==> src/rtl/wdog_pkg.sv <==
package wdog_pkg;
  localparam int BUS_DW = 16;
  localparam int ADDR_W = 5;

  localparam logic [ADDR_W-1:0] A_RELOAD = 5'h00;
  localparam logic [ADDR_W-1:0] A_STS1   = 5'h04;
  localparam logic [ADDR_W-1:0] A_STS2   = 5'h06;
  localparam logic [ADDR_W-1:0] A_CTRL   = 5'h08;
  localparam logic [ADDR_W-1:0] A_INIT   = 5'h12;

  localparam int HALT_BIT = 11;
  localparam int TO_BIT   = 3;
  localparam int TO2_BIT  = 1;
  localparam int BOOT_BIT = 2;
endpackage

==> src/rtl/wdog_prescaler.sv <==
module wdog_prescaler #(
  parameter int TICK_CLKS = 150_000_000
) (
  input  logic clk_i,
  input  logic rst_ni,
  input  logic run_i,
  input  logic clr_i,
  output logic tick_o
);
  localparam int PW = (TICK_CLKS > 1) ? $clog2(TICK_CLKS) : 1;

  generate
    if (TICK_CLKS == 1) begin : g_direct
      assign tick_o = run_i && !clr_i;
    end else begin : g_div
      logic [PW-1:0] div_q;
      logic          wrap;
      assign wrap   = (div_q == PW'(TICK_CLKS - 1));
      assign tick_o = run_i && !clr_i && wrap;
      always_ff @(posedge clk_i or negedge rst_ni) begin
        if (!rst_ni)                div_q <= '0;
        else if (clr_i || !run_i)   div_q <= '0;
        else if (wrap)              div_q <= '0;
        else                        div_q <= div_q + 1'b1;
      end
    end
  endgenerate
endmodule

==> src/rtl/wdog_countdown.sv <==
module wdog_countdown #(
  parameter int CNT_W   = 10,
  parameter int RST_CNT = 4
) (
  input  logic             clk_i,
  input  logic             rst_ni,
  input  logic [CNT_W-1:0] init_i,
  input  logic             load_i,
  input  logic             tick_i,
  output logic [CNT_W-1:0] cnt_o,
  output logic             expire_o
);
  logic [CNT_W-1:0] cnt_q;

  assign cnt_o    = cnt_q;
  assign expire_o = tick_i && !load_i && (cnt_q == '0);

  always_ff @(posedge clk_i or negedge rst_ni) begin
    if (!rst_ni)       cnt_q <= CNT_W'(RST_CNT);
    else if (load_i)   cnt_q <= init_i;
    else if (tick_i)   cnt_q <= (cnt_q == '0) ? init_i : cnt_q - 1'b1;
  end
endmodule

==> src/rtl/wdog_status.sv <==
module wdog_status (
  input  logic clk_i,
  input  logic rst_ni,
  input  logic expire_i,
  input  logic irq_en_i,
  input  logic no_reboot_i,
  input  logic clr_to_i,
  input  logic clr_to2_i,
  input  logic clr_boot_i,
  output logic to_o,
  output logic to2_o,
  output logic boot_o,
  output logic irq_o,
  output logic reset_req_o
);
  logic to_q, to2_q, boot_q, irq_q, rreq_q;
  logic stage1, stage2, stage3;

  assign stage1 = expire_i && !to_q;
  assign stage2 = expire_i && to_q && !to2_q;
  assign stage3 = expire_i && to_q && to2_q;

  // set has priority over a same-cycle write-one-to-clear
  always_ff @(posedge clk_i or negedge rst_ni) begin
    if (!rst_ni) begin
      to_q   <= 1'b0;
      to2_q  <= 1'b0;
      boot_q <= 1'b0;
      irq_q  <= 1'b0;
      rreq_q <= 1'b0;
    end else begin
      to_q   <= (to_q   && !clr_to_i)   || expire_i;
      to2_q  <= (to2_q  && !clr_to2_i)  || stage2;
      boot_q <= (boot_q && !clr_boot_i) || stage3;
      irq_q  <= stage1 && irq_en_i;
      rreq_q <= (stage2 || stage3) && !no_reboot_i;
    end
  end

  assign to_o        = to_q;
  assign to2_o       = to2_q;
  assign boot_o      = boot_q;
  assign irq_o       = irq_q;
  assign reset_req_o = rreq_q;
endmodule

==> src/rtl/wdog_two_stage.sv <==
module wdog_two_stage
  import wdog_pkg::*;
#(
  parameter int CNT_W     = 10,
  parameter int TICK_CLKS = 150_000_000,
  parameter int INIT_RST  = 4,
  parameter int INIT_MIN  = 4
) (
  input  logic              clk_i,
  input  logic              rst_ni,
  input  logic              bus_req_i,
  input  logic              bus_we_i,
  input  logic [ADDR_W-1:0] bus_addr_i,
  input  logic [1:0]        bus_be_i,
  input  logic [BUS_DW-1:0] bus_wdata_i,
  output logic [BUS_DW-1:0] bus_rdata_o,
  input  logic              irq_en_i,
  input  logic              no_reboot_i,
  output logic              irq_o,
  output logic              reset_req_o
);
  localparam int PAD_W = BUS_DW - CNT_W;

  logic              wr, rd;
  logic [BUS_DW-1:0] wmask;
  logic              hit_reload, hit_sts1, hit_sts2, hit_ctrl, hit_init;
  logic [CNT_W-1:0]  init_q, init_cand, cnt_w;
  logic              init_ok, halt_q, tick_w, expire_w;
  logic              to_w, to2_w, boot_w;
  logic              clr_to, clr_to2, clr_boot;
  logic              unused_wdata;

  assign wr    = bus_req_i && bus_we_i;
  assign rd    = bus_req_i && !bus_we_i;
  assign wmask = {{8{bus_be_i[1]}}, {8{bus_be_i[0]}}};

  assign hit_reload = wr && (bus_addr_i == A_RELOAD);
  assign hit_sts1   = wr && (bus_addr_i == A_STS1);
  assign hit_sts2   = wr && (bus_addr_i == A_STS2);
  assign hit_ctrl   = wr && (bus_addr_i == A_CTRL);
  assign hit_init   = wr && (bus_addr_i == A_INIT);

  assign init_cand = (init_q & ~wmask[CNT_W-1:0]) | (bus_wdata_i[CNT_W-1:0] & wmask[CNT_W-1:0]);
  assign init_ok   = init_cand >= CNT_W'(INIT_MIN);

  always_ff @(posedge clk_i or negedge rst_ni) begin
    if (!rst_ni) begin
      init_q <= CNT_W'(INIT_RST);
      halt_q <= 1'b1;
    end else begin
      if (hit_init && init_ok)             init_q <= init_cand;
      if (hit_ctrl && wmask[HALT_BIT])     halt_q <= bus_wdata_i[HALT_BIT];
    end
  end

  assign clr_to   = hit_sts1 && wmask[TO_BIT]   && bus_wdata_i[TO_BIT];
  assign clr_to2  = hit_sts2 && wmask[TO2_BIT]  && bus_wdata_i[TO2_BIT];
  assign clr_boot = hit_sts2 && wmask[BOOT_BIT] && bus_wdata_i[BOOT_BIT];
  assign unused_wdata = ^bus_wdata_i;

  wdog_prescaler #(.TICK_CLKS(TICK_CLKS)) u_presc (
    .clk_i (clk_i),
    .rst_ni(rst_ni),
    .run_i (!halt_q),
    .clr_i (hit_reload),
    .tick_o(tick_w)
  );

  wdog_countdown #(.CNT_W(CNT_W), .RST_CNT(INIT_RST)) u_cnt (
    .clk_i   (clk_i),
    .rst_ni  (rst_ni),
    .init_i  (init_q),
    .load_i  (hit_reload),
    .tick_i  (tick_w),
    .cnt_o   (cnt_w),
    .expire_o(expire_w)
  );

  wdog_status u_sts (
    .clk_i      (clk_i),
    .rst_ni     (rst_ni),
    .expire_i   (expire_w),
    .irq_en_i   (irq_en_i),
    .no_reboot_i(no_reboot_i),
    .clr_to_i   (clr_to),
    .clr_to2_i  (clr_to2),
    .clr_boot_i (clr_boot),
    .to_o       (to_w),
    .to2_o      (to2_w),
    .boot_o     (boot_w),
    .irq_o      (irq_o),
    .reset_req_o(reset_req_o)
  );

  always_comb begin
    bus_rdata_o = '0;
    if (rd) begin
      unique case (bus_addr_i)
        A_RELOAD: bus_rdata_o = {{PAD_W{1'b0}}, cnt_w};
        A_INIT:   bus_rdata_o = {{PAD_W{1'b0}}, init_q};
        A_CTRL:   bus_rdata_o[HALT_BIT] = halt_q;
        A_STS1:   bus_rdata_o[TO_BIT]   = to_w;
        A_STS2: begin
          bus_rdata_o[TO2_BIT]  = to2_w;
          bus_rdata_o[BOOT_BIT] = boot_w;
        end
        default:  bus_rdata_o = '0;
      endcase
    end
  end
endmodule

==> config.mk <==
export PLATFORM = sky130hd
export DESIGN_NAME = wdog_two_stage
export DESIGN_NICKNAME = d
export VERILOG_FILES = /design/src/rtl/wdog_pkg.sv /design/src/rtl/wdog_prescaler.sv /design/src/rtl/wdog_countdown.sv /design/src/rtl/wdog_status.sv /design/src/rtl/wdog_two_stage.sv
export SDC_FILE = /design/constraint.sdc
export NUM_CORES = 1
export LEC_CHECK = 0
export ABC_AREA = 1
export BUFFER_PORTS_ARGS = -buffer_cell sky130_fd_sc_hd__buf_4
export CORE_ASPECT_RATIO = 1.5
export CORE_MARGIN = 2
export CORE_UTILIZATION = 30
export DETAILED_ROUTE_END_ITERATION = 6
export GPL_ROUTABILITY_DRIVEN = 0
export HOLD_SLACK_MARGIN = 0.05
export PLACE_DENSITY = 0.56
export SLEW_MARGIN = 40
export SYNTH_ARGS = -nofsm -noshare
export SYNTH_HDL_FRONTEND = slang
export SYNTH_SLANG_ARGS = --single-unit
==> constraint.sdc <==
create_clock -name clk_i -period 1.59 [get_ports clk_i]
set_clock_uncertainty 0.1 [all_clocks]
set_input_delay 0.159 -clock clk_i [delete_from_list [all_inputs] [get_ports clk_i]]
set_output_delay 0.159 -clock clk_i [all_outputs]
set_load 0.01 [all_outputs]
== Word-level counts from Yosys, hierarchy flattened ==
Index checks and enable logic that the tools add are counted.
Word-level totals
  register bits after elaboration: 54
  latch bits: 0
  memory bits (writable): 0
  ROM bits: 0
  input bits: 29
  logic and storage cells: 76
  memories kept: 0
Cells by class
  $add $sub $neg: 2
  multiply operators: 0
  div/mod/pow operators: 0
  $lt $le $gt $ge: 1
  eq/ne operators: 5
  shifts and indexed selects: 0
  muxes and demuxes: 11
  bitwise operators: 4
  reductions and logical operators: 44
Operator list (count)
  $mux W28: 2
  $mux W10: 3
  $add A28 B1 Y28 const B: 1
  $eq A28 B28 Y1 const B: 1
  $logic_and A1 B1 Y1: 27
  $and A10 B10 Y10: 2
  $mux W12: 1
  $pmux W6 S2: 1
  $eq A5 B3 Y1 const B: 2
  $ge A10 B3 Y1 const B: 1
  $logic_not A10 Y1: 1
  $not A10 Y10: 1
  $or A10 B10 Y10: 1
  $sub A10 B1 Y10 const B: 1
  $logic_not A1 Y1: 9
  $pmux W2 S3: 1
  $eq A5 B4 Y1 const B: 1
  $eq A5 B5 Y1 const B: 1
  $logic_not A5 Y1: 1
  $logic_or A1 B1 Y1: 5
  $pmux W1 S3: 1
  $pmux W1 S2: 1
  $reduce_bool A2 Y1: 1
  $mux W1: 1

== Longest topological paths before layout ==
Gate-level depths: netlist (run 1).
  depth in word-level cells: 11
  gate-level depth with buffers: 11
  mapped depth without buffers: 11

== By module ==
A second synthesis (run 1) with hierarchy kept.
Unflattened totals
  cells, all modules: 582
  area total of the unflattened synthesis: 3849.9 um2
Modules (own cells, without submodules)
  wdog_prescaler: instances 1, cells an instance 262, area each 1803.0 um2, sequential area each 700.7 um2
  wdog_two_stage: instances 1, cells an instance 182, area each 1076.0 um2, sequential area each 277.8 um2
  wdog_countdown: instances 1, cells an instance 118, area each 783.3 um2, sequential area each 251.5 um2
  wdog_status: instances 1, cells an instance 20, area each 187.7 um2, sequential area each 125.1 um2

== Worst setup path before layout (run 1) ==
No wires, ideal clock.
  path type: register to register
  start: reg u_presc.g_div.div_q[0]
  end: reg u_cnt.cnt_q[3], in the netlist u_cnt.cnt_o[3]
  setup time: 0.117 ns
  arrival time: 1.371 ns
  data required time: 1.373 ns
  slack: 0.002 ns
  cell stages (with the launch flop): 11
  buffers on the path: 0
  cell sequence: dfrtp_1 -> ha_1 -> nand3_2 -> clkinv_2 -> nand2_1 -> nor2_2 -> nand2_2 -> nor2_2 -> nor2_2 -> nand2_1 -> nand2_1
Between the ends
  longest elaborated chain between the ends: 3
Ends and longest elaborated chain
  from (decl): RTL line wdog_prescaler.sv:16  | logic [PW-1:0] div_q;
  from (signal assigned): RTL line wdog_prescaler.sv:24  | else div_q <= div_q + 1'b1;
  $eq A28 B28 Y1: RTL line wdog_prescaler.sv:18  | assign wrap = (div_q == PW'(TICK_CLKS - 1));
  $logic_and A1 B1 Y1: RTL line wdog_prescaler.sv:19  | assign tick_o = run_i && !clr_i && wrap;
  $reduce_bool A2 Y1 (no source line)
  to (signal assigned): RTL line wdog_countdown.sv:19  | if (!rst_ni) cnt_q <= CNT_W'(RST_CNT);
  to (signal assigned): RTL line wdog_countdown.sv:20  | else if (load_i) cnt_q <= init_i;
  to (signal assigned): RTL line wdog_countdown.sv:21  | else if (tick_i) cnt_q <= (cnt_q == '0) ? init_i : cnt_q - 1'b1;
  to (decl): RTL line wdog_countdown.sv:13  | logic [CNT_W-1:0] cnt_q;
No other way between the ends.
A chain may end at the register's enable or synchronous reset.

== Worst setup path in the final report (run 1) ==
  start: reg u_cnt.cnt_q[2], in the netlist u_cnt.cnt_o[2]
  end: out bus_rdata_o[2]
Between the ends
  longest elaborated chain between the ends: 2
Ends and longest elaborated chain
  $pmux W2 S3: RTL line wdog_two_stage.sv:98  | unique case (bus_addr_i)
  $mux W12: RTL line wdog_two_stage.sv:97  | if (rd) begin
  to (decl): RTL line wdog_two_stage.sv:16  | output logic [BUS_DW-1:0] bus_rdata_o,
No other way between the ends.

==> results of run 1 <==
## worst max-delay path, stage by stage (launching register included)
cell      delay [ns]
dfstp_2         0.56
inv_2           0.05
buf_6           0.11
o221ai_2        0.14
nand2_1         0.09
inv_2           0.07
buf_6           0.09
## synth_stat cells, drive strengths merged
master  instances
xnor2           5
nand3b          4
dfstp           3
o22ai           8
a21oi           2
buf            13
ha              3
o21ai          23
nor4            1
clkbuf          2
clkinv          1
inv            80
nand4           7
nor2          114
dfrtp          51
xor2            9
o221ai          2
nor3           12
nand3          47
o211ai          1
nand2         170
conb            1
o21a            4
## layout by cell type, fill, tap and decap left out, types with 4 or more instances in the layout
cell,count
nand2_1,147
buf_4,88
nor2_1,71
inv_1,62
dfrtp_1,49
nand3_1,30
nor2_2,26
inv_2,17
nand2_2,17
nor2_4,17
nand3_2,13
buf_6,13
o21ai_1,10
xor2_1,9
o22ai_1,8
o21ai_0,8
clkbuf_16,7
nand4_1,6
nand2_4,6
nor3_1,5
conb_1,5
nand3_4,4
nor3_2,4
o21a_1,4
nand3b_1,4
o21ai_2,4
dlygate4sd3_1,4
## how the worst max path moves through the flow
stage	cells past startpoint	endpoint	startpoint
finish	6	bus_rdata_o[2]	u_cnt.cnt_o[2]
global route	6	bus_rdata_o[2]	u_cnt.cnt_o[2]
detailed placement	10	u_sts.boot_o	u_presc.g_div.div_q[0]
floorplan	10	u_cnt.cnt_o[3]	u_presc.g_div.div_q[0]
CTS	6	bus_rdata_o[2]	u_cnt.cnt_o[2]
global placement	12	u_cnt.cnt_o[5]	u_cnt.cnt_o[1]
## state kept, by name (all words and copies together) (netlist names)
signal and flops:
u_presc.g_div.div_q 28, u_sts.to_o 1, u_sts.irq_o 1, halt_q 1
u_sts.boot_o 1, u_sts.to2_o 1, init_q 10, u_sts.reset_req_o 1
u_cnt.cnt_o 10
## cell type report
cell class | count | area share [%]
repair buffers | 110 | 17.9
clock buffers | 5 | 2.34
clock inverters | 3 | 0.398
flip-flops and latches | 54 | 25.4
well taps | 153 | 3.58
multi-input cells | 417 | 44.5
inverters | 81 | 5.83
## cell families after synthesis
family,count (synthesis)
flops,54
compound gates,40
xor+xnor,14
buf+inv,96
fa+ha+maj,3
other cells,1
simple gates,355
## repair_timing
action,4_1_cts,5_1_grt
gates resized for setup,31,111
cloned,0,2
hold buffers,4,0
pin swaps,7,33
setup buffers,5,9
setup endpoints to repair,36,57
hold endpoints to repair,56,0
## routing by layer
metal	global-route usage, %	wire length [microns]	vias up
met3	2.46	277	19
met2	32.8	6280	64
li1	-	-	1953
met4	7.78	351	0
met1	17.7	4130	1821
met5	0	0	-
## power groups by stage
stage | Sequential, mW | Combinational, mW | Clock (mW)
finish | 1.47 | 0.607 | 1.14
CTS | 1.47 | 0.518 | 1.19
detailed placement | 1.49 | 0.472 | 0
floorplan | 1.49 | 0.255 | 0
global route | 1.48 | 0.675 | 1.23
global placement | 1.49 | 0.466 | 0
==> metrics, run 1 <==
Clock Power Share around 36%; setup violators final 16; Reg area 1360 sq um; Core Footprint roughly 12000 sq um; clk_lat worst skew roughly 0.3 ns; CTS tree yes; Final WS setup -0.0757 ns; failing checks negative setup slack; R2R depth 10; initial antenna violation count 0; Synth Area in Compound Gates under 10%; CP Data Arrival Time around 1.4 ns; vias in the first global route between 3000 and 4000; Critical Path Sink Type output port; post-synthesis xor/xnor area fraction between 3 and 4%; Reg-to-Reg Start u_cnt.cnt_o[2]; Die ar. between 10000 and 15000 sq um; mux contribution to synthesized area 0%; antenna fix cells 0; hold endpoint u_sts.to2_o; worst-path fanout max 2; CP Data Required Time around 1.3 ns; GR Overflow Total 0; Fill cells between 1000 and 1500; IO Count 47; leakage around 2.4 nW; Tmin final between 1.5 and 2 ns; largest family of logic cells by synthesized area simple AND/OR/NAND/NOR gates; Final period util 105%; Max clock buf depth 2; sequential fraction of the synthesis area 36.3%; CTS Sinks between 50 and 60; Worst setup SP type flop; Design Area, Final ~5300 sq um; run status complete, but fails checks; Layout area overhead 43.0%; # rows just under 50; Post-Synth Adder-Cell Area under 10%; Multi-input gate area between 2000 and 2500 sq um; DRT iter0 DRCs 146; Synth area leaders dfrtp_1, nand2_1, nor2_1; pin count of the biggest net entering global routing 25; FF-to-FF setup slack -0.05 ns; H-Tree Depth 2; hold path depth 4; DRC 0; drt first pass iters 4; WL/cell 13.4 microns; power per cell area approximately 600 nW/um^2; chip height about 140 microns; logic gate share of total power a little under a fifth; die width 95.1 microns; first-pass GRT wire length approximately 18000 microns; cell area after placement 4550 sq um; Ys Warns 0; pre-CTS setup slack -0.0482 ns; placed insts about 800; total number of vias 3857; Min-Delay Path Class in2reg; Max-Cap Viols 0; Hold Slack between 0.06 and 0.07 ns; DP Wirelength 8380 microns; gr usage total between 15 and 20%; Avg Cell Area, Syn about 6.6 sq um; drt via density ~4.7; Initial Utilization a little under a third; R2R Path End u_cnt.cnt_o[5]; nets@finish around 700; Pwr Total around 3.2 mW; Synth area leader dfrtp_1; simple-gate area share of the yosys netlist a little over two fifths; synthesized cell area about 3700 sq um; switching pwr 0.926 mW; Yosys top cell area share 34.2%; layout cells sized above 1 a little over a third; Cells after Synth 563; Reg clk slew, reported paths 0.07 ns; drt total wl 11000 microns; Finished Layout Cells 823; Root Driver clkbuf_16; crit path kind reg2out; Sw Share between 20% and 30%; Int Power approximately 2.3 mW; Slew Viols, Final 0; RSZ-0062 raised after global routing true; Hold Vio Cnt, Final 0; fmax around 0.60 GHz; final core occ 44.2%; Yosys reg bits 54; antenna viol nets, final 0; Fin Setup TNS -0.461 ns; Seq pwr share a little under half; # port buffers 36; peak supply drop around 0.00037 V; hold_sp bus_wdata_i[1]; Num CTS Buffers 5; Synth cell types 35
Power figures use the tool's default switching activity.
==> run 2: changes to the inputs <==
==> constraint.sdc (replaced) <==
create_clock -name clk_i -period 1.59 [get_ports clk_i]
set_clock_uncertainty 0.1 [all_clocks]
set_input_delay 0.159 -clock clk_i [delete_from_list [all_inputs] [get_ports clk_i]]
set_output_delay 0.159 -clock clk_i [all_outputs]
set_load 0.05 [all_outputs]
==> run 2 against run 1 <==
Against the previous run: the run still ends with negative setup slack left; worst hold slack better by 0.0082 ns; critical path depth unchanged; final cell count increased by 1.2%; via count is 2.5% higher; highest routed layer unchanged; clock power rose by 16%; combinational power grew 8.6%; register-to-register slack better by 0.03 ns; sequential cell count unchanged; fmax is 2.8% higher; critical endpoint is now bus_rdata_o[5]; largest cell class unchanged; critical path type unchanged.
==> metrics, run 2 (synthesized netlist as in run 1, its figures left out) <==
Fill cells ~1200; Multi-input gate area 2350 sq um; Reg area around 1400 sq um; CP Data Required Time ~1.3 ns; RSZ-0062 raised after global routing true; layout cells sized above 1 a little under two fifths; DRT iter0 DRCs about 170; worst path cell trace inv_2, buf_6, o22ai_2, inv_1, nor2_2, buf_6; CP Data Arrival Time ~1.4 ns; # port buffers 36; drt via density approximately 4.7; Min-Delay Path Class in2reg; initial antenna violation count 0; drt first pass iters 4; vias in the first global route about 4100; Reg-to-Reg Start u_cnt.cnt_o[2]; pin count of the biggest net entering global routing 28; most used routing layer met2; fmax a little over 0.6 GHz; Max-Cap Viols 0; CTS Sinks 54; Root Driver clkbuf_16; peak supply drop 0.000421 V; Layout area overhead 45.5%; first-pass GRT wire length between 15000 and 20000 microns; hold_sp bus_wdata_i[2]; DRC 0; total number of vias roughly 4000; antenna fix cells 0; leakage 2.49 nW; power per cell area about 640 nW/um^2; chip height roughly 140 microns; drt total wl roughly 11000 microns; hold endpoint u_sts.boot_o; CTS tree yes; R2R depth 11; Tmin final around 1.6 ns; Reg clk slew, reported paths 0.08 ns; Design Area, Final approximately 5400 sq um; met2 Use GR 33.9%; cell area after placement around 4700 sq um; Core Footprint 12100 sq um; setup violators final 9; H-Tree Depth 2; Slew Viols, Final 0; Pwr Total approximately 3.5 mW; M1 GR Usage a little under a fifth; Hold Vio Cnt, Final 0; nets@finish a little over 700; M3 GR Usage under 10%; commonest non-fill, non-tap cells in the layout nand2_1, buf_4, nor2_1; crit path kind reg2out; Initial Utilization a little under a third; worst-path fanout max 4; CP max-delay cell dfrtp_1; gr usage total between 10% and 20%; Hold Slack roughly 0.073 ns; Final period util 102%; Final WS setup -0.0301 ns; WL/cell ~14 microns; DP Wirelength ~8500 microns; Worst setup SP type flop; clk_lat worst skew 0.30 ns; Fin Setup TNS -0.133 ns; die width around 95 microns; Critical Path Sink Type output port; CP peak stage delay approximately 0.43 ns; antenna viol nets, final 0; IO Count between 40 and 50; FF-to-FF setup slack -0.02 ns; Die ar. ~13000 sq um; max reg flops 28; # rows 49; leading cell type in the layout, fill and taps excluded nand2_1; hold path depth 4; Num CTS Buffers 5; Crit path top cell by count buf_6; run status complete, but fails checks; Reg with most FFs u_presc.g_div.div_q; GR Overflow Total 0; R2R Path End u_cnt.cnt_o[4]; Max clock buf depth 2; failing checks negative setup slack
==> run 2: changes by cell type in the layout (fill, tap and decap cells not counted), sizes merged <==
cell | previous run | this run
buf | 104 | 116
bufinv | 0 | 1
clkinv | 3 | 0
clkinvlp | 1 | 0
inv | 80 | 81
==> run 2: worst max-delay path: cells and delay by family (launching register included) <==
| family | cells | cell delay (ns) |
|---|---|---|
| AOI/OAI and AO/OA | 1 | 0.13 |
| buffers and inverters | 4 | 0.41 |
| DFF | 1 | 0.43 |
| and+or+nand+nor | 1 | 0.09 |
==> run 2: per-stage QoR <==
step / utilization (%) / cells / worst slack [ns]
finish: 45.0 / 833 / -0.0301
global route: 45.0 / 833 / -0.131
CTS: 41.6 / 822 / -0.0413
floorplan: - / 567 / 0.00249
global placement: 38.5 / 808 / 0.000967
detailed placement: 38.5 / 808 / -0.0662
==> run 2: cell type report <==
cell class | count | share of cell area [%]
clock buffers | 6 | 2.55
repair buffers | 121 | 19.3
inverters | 81 | 5.73
multi-input cells | 417 | 43.3
well taps | 153 | 3.52
flip-flops and latches | 54 | 25.1
clock inverters | 1 | 0.552
==> run 2: repair_timing <==
| item | 4_1_cts | 5_1_grt |
|---|---|---|
| endpoints found under the hold margin | 28 | 0 |
| setup buffers | 5 | 11 |
| resized for setup | 42 | 105 |
| cloned | 0 | 1 |
| hold buffers | 4 | 0 |
| pin swaps | 13 | 35 |
| setup endpoints to repair | 29 | 58 |
==> run 2: per-layer routing <==
| metal | part of all wire, % | up-vias | wire length (microns) |
|---|---|---|---|
| li1 | - | 1974 | - |
| met1 | 38 | 1878 | 4250 |
| met2 | 57 | 83 | 6410 |
| met3 | 3.3 | 18 | 378 |
| met4 | 2.5 | 0 | 279 |
| met5 | 0 | - | 0 |
==> run 2: worst max path at each step <==
stage | end | from | slack, ns | cells past startpoint
global route | u_cnt.cnt_o[6] | u_cnt.cnt_o[2] | -0.13 | 11
finish | bus_rdata_o[5] | u_cnt.cnt_o[5] | -0.03 | 6
global placement | u_cnt.cnt_o[9] | u_presc.g_div.div_q[0] | 0.001 | 10
detailed placement | u_presc.g_div.div_q[22] | u_presc.g_div.div_q[1] | -0.07 | 9
floorplan | u_cnt.cnt_o[3] | u_presc.g_div.div_q[0] | 0.002 | 10
CTS | bus_rdata_o[5] | u_cnt.cnt_o[5] | -0.04 | 6
==> run 2: report_power, final <==
group / leakage [nW] / internal [mW] / switching, mW / total, mW
registers: 0.715 / 1.43 / 0.0424 / 1.47
logic: 1.69 / 0.296 / 0.363 / 0.659
clock network: 0.0829 / 0.780 / 0.540 / 1.32
total: 2.49 / 2.51 / 0.945 / 3.45
==> run 3: changes to the inputs <==
--- a/config.mk
+++ b/config.mk
@@ -8,12 +8,12 @@
 export ABC_AREA = 1
 export BUFFER_PORTS_ARGS = -buffer_cell sky130_fd_sc_hd__buf_4
 export CORE_ASPECT_RATIO = 1.5
-export CORE_MARGIN = 2
-export CORE_UTILIZATION = 30
+export CORE_MARGIN = 4
+export CORE_UTILIZATION = 53
 export DETAILED_ROUTE_END_ITERATION = 6
 export GPL_ROUTABILITY_DRIVEN = 0
 export HOLD_SLACK_MARGIN = 0.05
-export PLACE_DENSITY = 0.56
+export PLACE_DENSITY = 0.85
 export SLEW_MARGIN = 40
 export SYNTH_ARGS = -nofsm -noshare
 export SYNTH_HDL_FRONTEND = slang
==> run 3 against run 2 <==
Against the previous run: largest power group unchanged; final cell count fell by 9.4%; combinational power is 10% higher; global-route usage rose by 8.6 points; fmax shrank 14%; critical path type is now reg2reg; register-to-register slack got worse by 0.28 ns; count of clock-buffer cells in the layout stayed put; the run still ends with negative setup slack left; total power decreased by 11%; largest cell class unchanged; die area down 37%.
==> metrics, run 3 (synthesized netlist as in run 1, its figures left out) <==
cell area after placement between 4000 and 5000 sq um; Fin Setup TNS -3.66 ns; Die ar. ~8500 sq um; Fill cells 373; DRT iter0 DRCs between 500 and 600; antenna fix cells 0; placed insts around 700; drt via density roughly 6; RSZ-0062 raised after global routing true; Tmin final 1.89 ns; Slew Viols, Final 0; crit path kind reg2reg; fmax ~0.53 GHz; vias in the first global route around 4200; CTS tree yes; Min-Delay Path Class in2reg; layout cells sized above 1 41.1%; drt first pass iters 5; Pwr Total around 3.1 mW; Core Footprint about 6900 sq um; Final period util 119%; DRC 0; first-pass GRT wire length between 15000 and 20000 microns; Num CTS Buffers 5; Layout area overhead 45.0%; IO Count 47; # port buffers 36; leading cell type in the layout, fill and taps excluded nand2_1; pin count of the biggest net entering global routing 34; Max clock buf depth 2; total number of vias 4553; Critical Path Sink Type flop; DP Wirelength roughly 7900 microns; max reg flops 28; pre-CTS setup slack -0.0985 ns; failing checks negative setup slack; setup violators final 44; Final WS setup -0.298 ns; Design Area, Final ~5400 sq um; WL/cell ~19 microns; H-Tree Depth 2; leakage between 2 and 2.5 nW; gr usage total about a quarter; die width around 77 microns; worst-path fanout max 7; peak supply drop between 0.0006 and 0.0007 V; Reg with most FFs u_presc.g_div.div_q; clk_lat worst skew around 0.33 ns; Initial Utilization a little over half; chip height between 100 and 150 microns; nets@finish 708; CP Data Arrival Time 2.03 ns; drt total wl 14500 microns; antenna viol nets, final 0; run status complete, but fails checks; Reg clk slew, reported paths about 0.11 ns; Hold Vio Cnt, Final 0; # rows 37; GR Overflow Total 0; commonest non-fill, non-tap cells in the layout nand2_1, buf_4, nor2_1; Worst setup SP type flop; CP Data Required Time around 1.7 ns; Max-Cap Viols 0; power per cell area ~570 nW/um^2; CTS Sinks 54; Finished Layout Cells around 760; initial antenna violation count 0; Root Driver clkbuf_8
run 3: cell count changes in the layout (fill, tap and decap cells not counted), sizes merged:
cell / before / now
buf: 116 / 110
clkinv: 0 / 2
dlygate4sd3: 4 / 6
bufinv: 1 / 0
clkinvlp: 0 / 1
inv: 81 / 80
run 3: metrics by stage:
step	hold WS, ns	utilization [%]
final	0.128	79.1
after global routing	0.117	79.1
after CTS	0.0918	69.9
after detailed placement	-0.0287	64.2
after global placement	-0.0305	64.2
after floorplan	-0.237	-
run 3: report_power, final:
part	internal, mW	total, mW	switching (mW)
clock	0.352	0.862	0.510
sequential	1.43	1.48	0.0512
combinational	0.288	0.726	0.438
total	2.07	3.07	0.999
run 3: cell type report:
| class | instances | area, sq um | share of cell area, % |
|---|---|---|---|
| flip-flops and latches | 54 | 1360 | 25.1 |
| inverters | 81 | 314 | 5.80 |
| multi-input cells | 417 | 2500 | 46.2 |
| well taps | 78 | 97.6 | 1.80 |
| clock buffers | 6 | 82.6 | 1.52 |
| repair buffers | 117 | 1050 | 19.3 |
| clock inverters | 2 | 12.5 | 0.231 |
run 3: routing by layer:
metal | share of wire, % | vias to the layer above | global-route usage, % | routed length [microns]
li1 | - | 1966 | - | -
met1 | 31 | 2073 | 25.4 | 4440
met2 | 52 | 369 | 50.7 | 7580
met3 | 7.5 | 145 | 3.82 | 1080
met4 | 9.5 | 0 | 16.2 | 1370
met5 | 0 | - | 0 | 0
run 3: timing repair:
action | in CTS | in global routing
endpoints found under the setup margin | 41 | 60
resized for setup | 39 | 146
hold buffers | 6 | 0
buffers inserted | 14 | 19
endpoints found under the hold margin | 56 | 0
pin swaps | 11 | 66
cloned | 0 | 1
run 3: final timing paths:
| check | slack, ns | endpoint | cells after the start | from |
|---|---|---|---|---|
| worst min-delay path | 0.13 | halt_q | 5 | bus_be_i[1] |
| min in group asynchronous | 0.16 | u_presc.g_div.div_q[0] | 2 | rst_ni |
| worst min register to register | 0.43 | u_sts.boot_o | 2 | u_sts.boot_o |
| worst max-delay path | -0.30 | u_cnt.cnt_o[0] | 11 | u_cnt.cnt_o[0] |
| max in group asynchronous | 0.70 | u_cnt.cnt_o[2] | 3 | rst_ni |
| worst max register to register | -0.30 | u_cnt.cnt_o[0] | 11 | u_cnt.cnt_o[0] |
run 3: worst max-delay path, cell delays in order (launching register included):
cell	delay (ns)
dfrtp_1	0.42
inv_2	0.16
ha_4	0.19
inv_2	0.05
nor2_1	0.08
nand3_1	0.12
nand2_2	0.18
buf_12	0.15
nand2_2	0.04
o21ai_1	0.09
nand2_1	0.09
o21ai_1	0.12
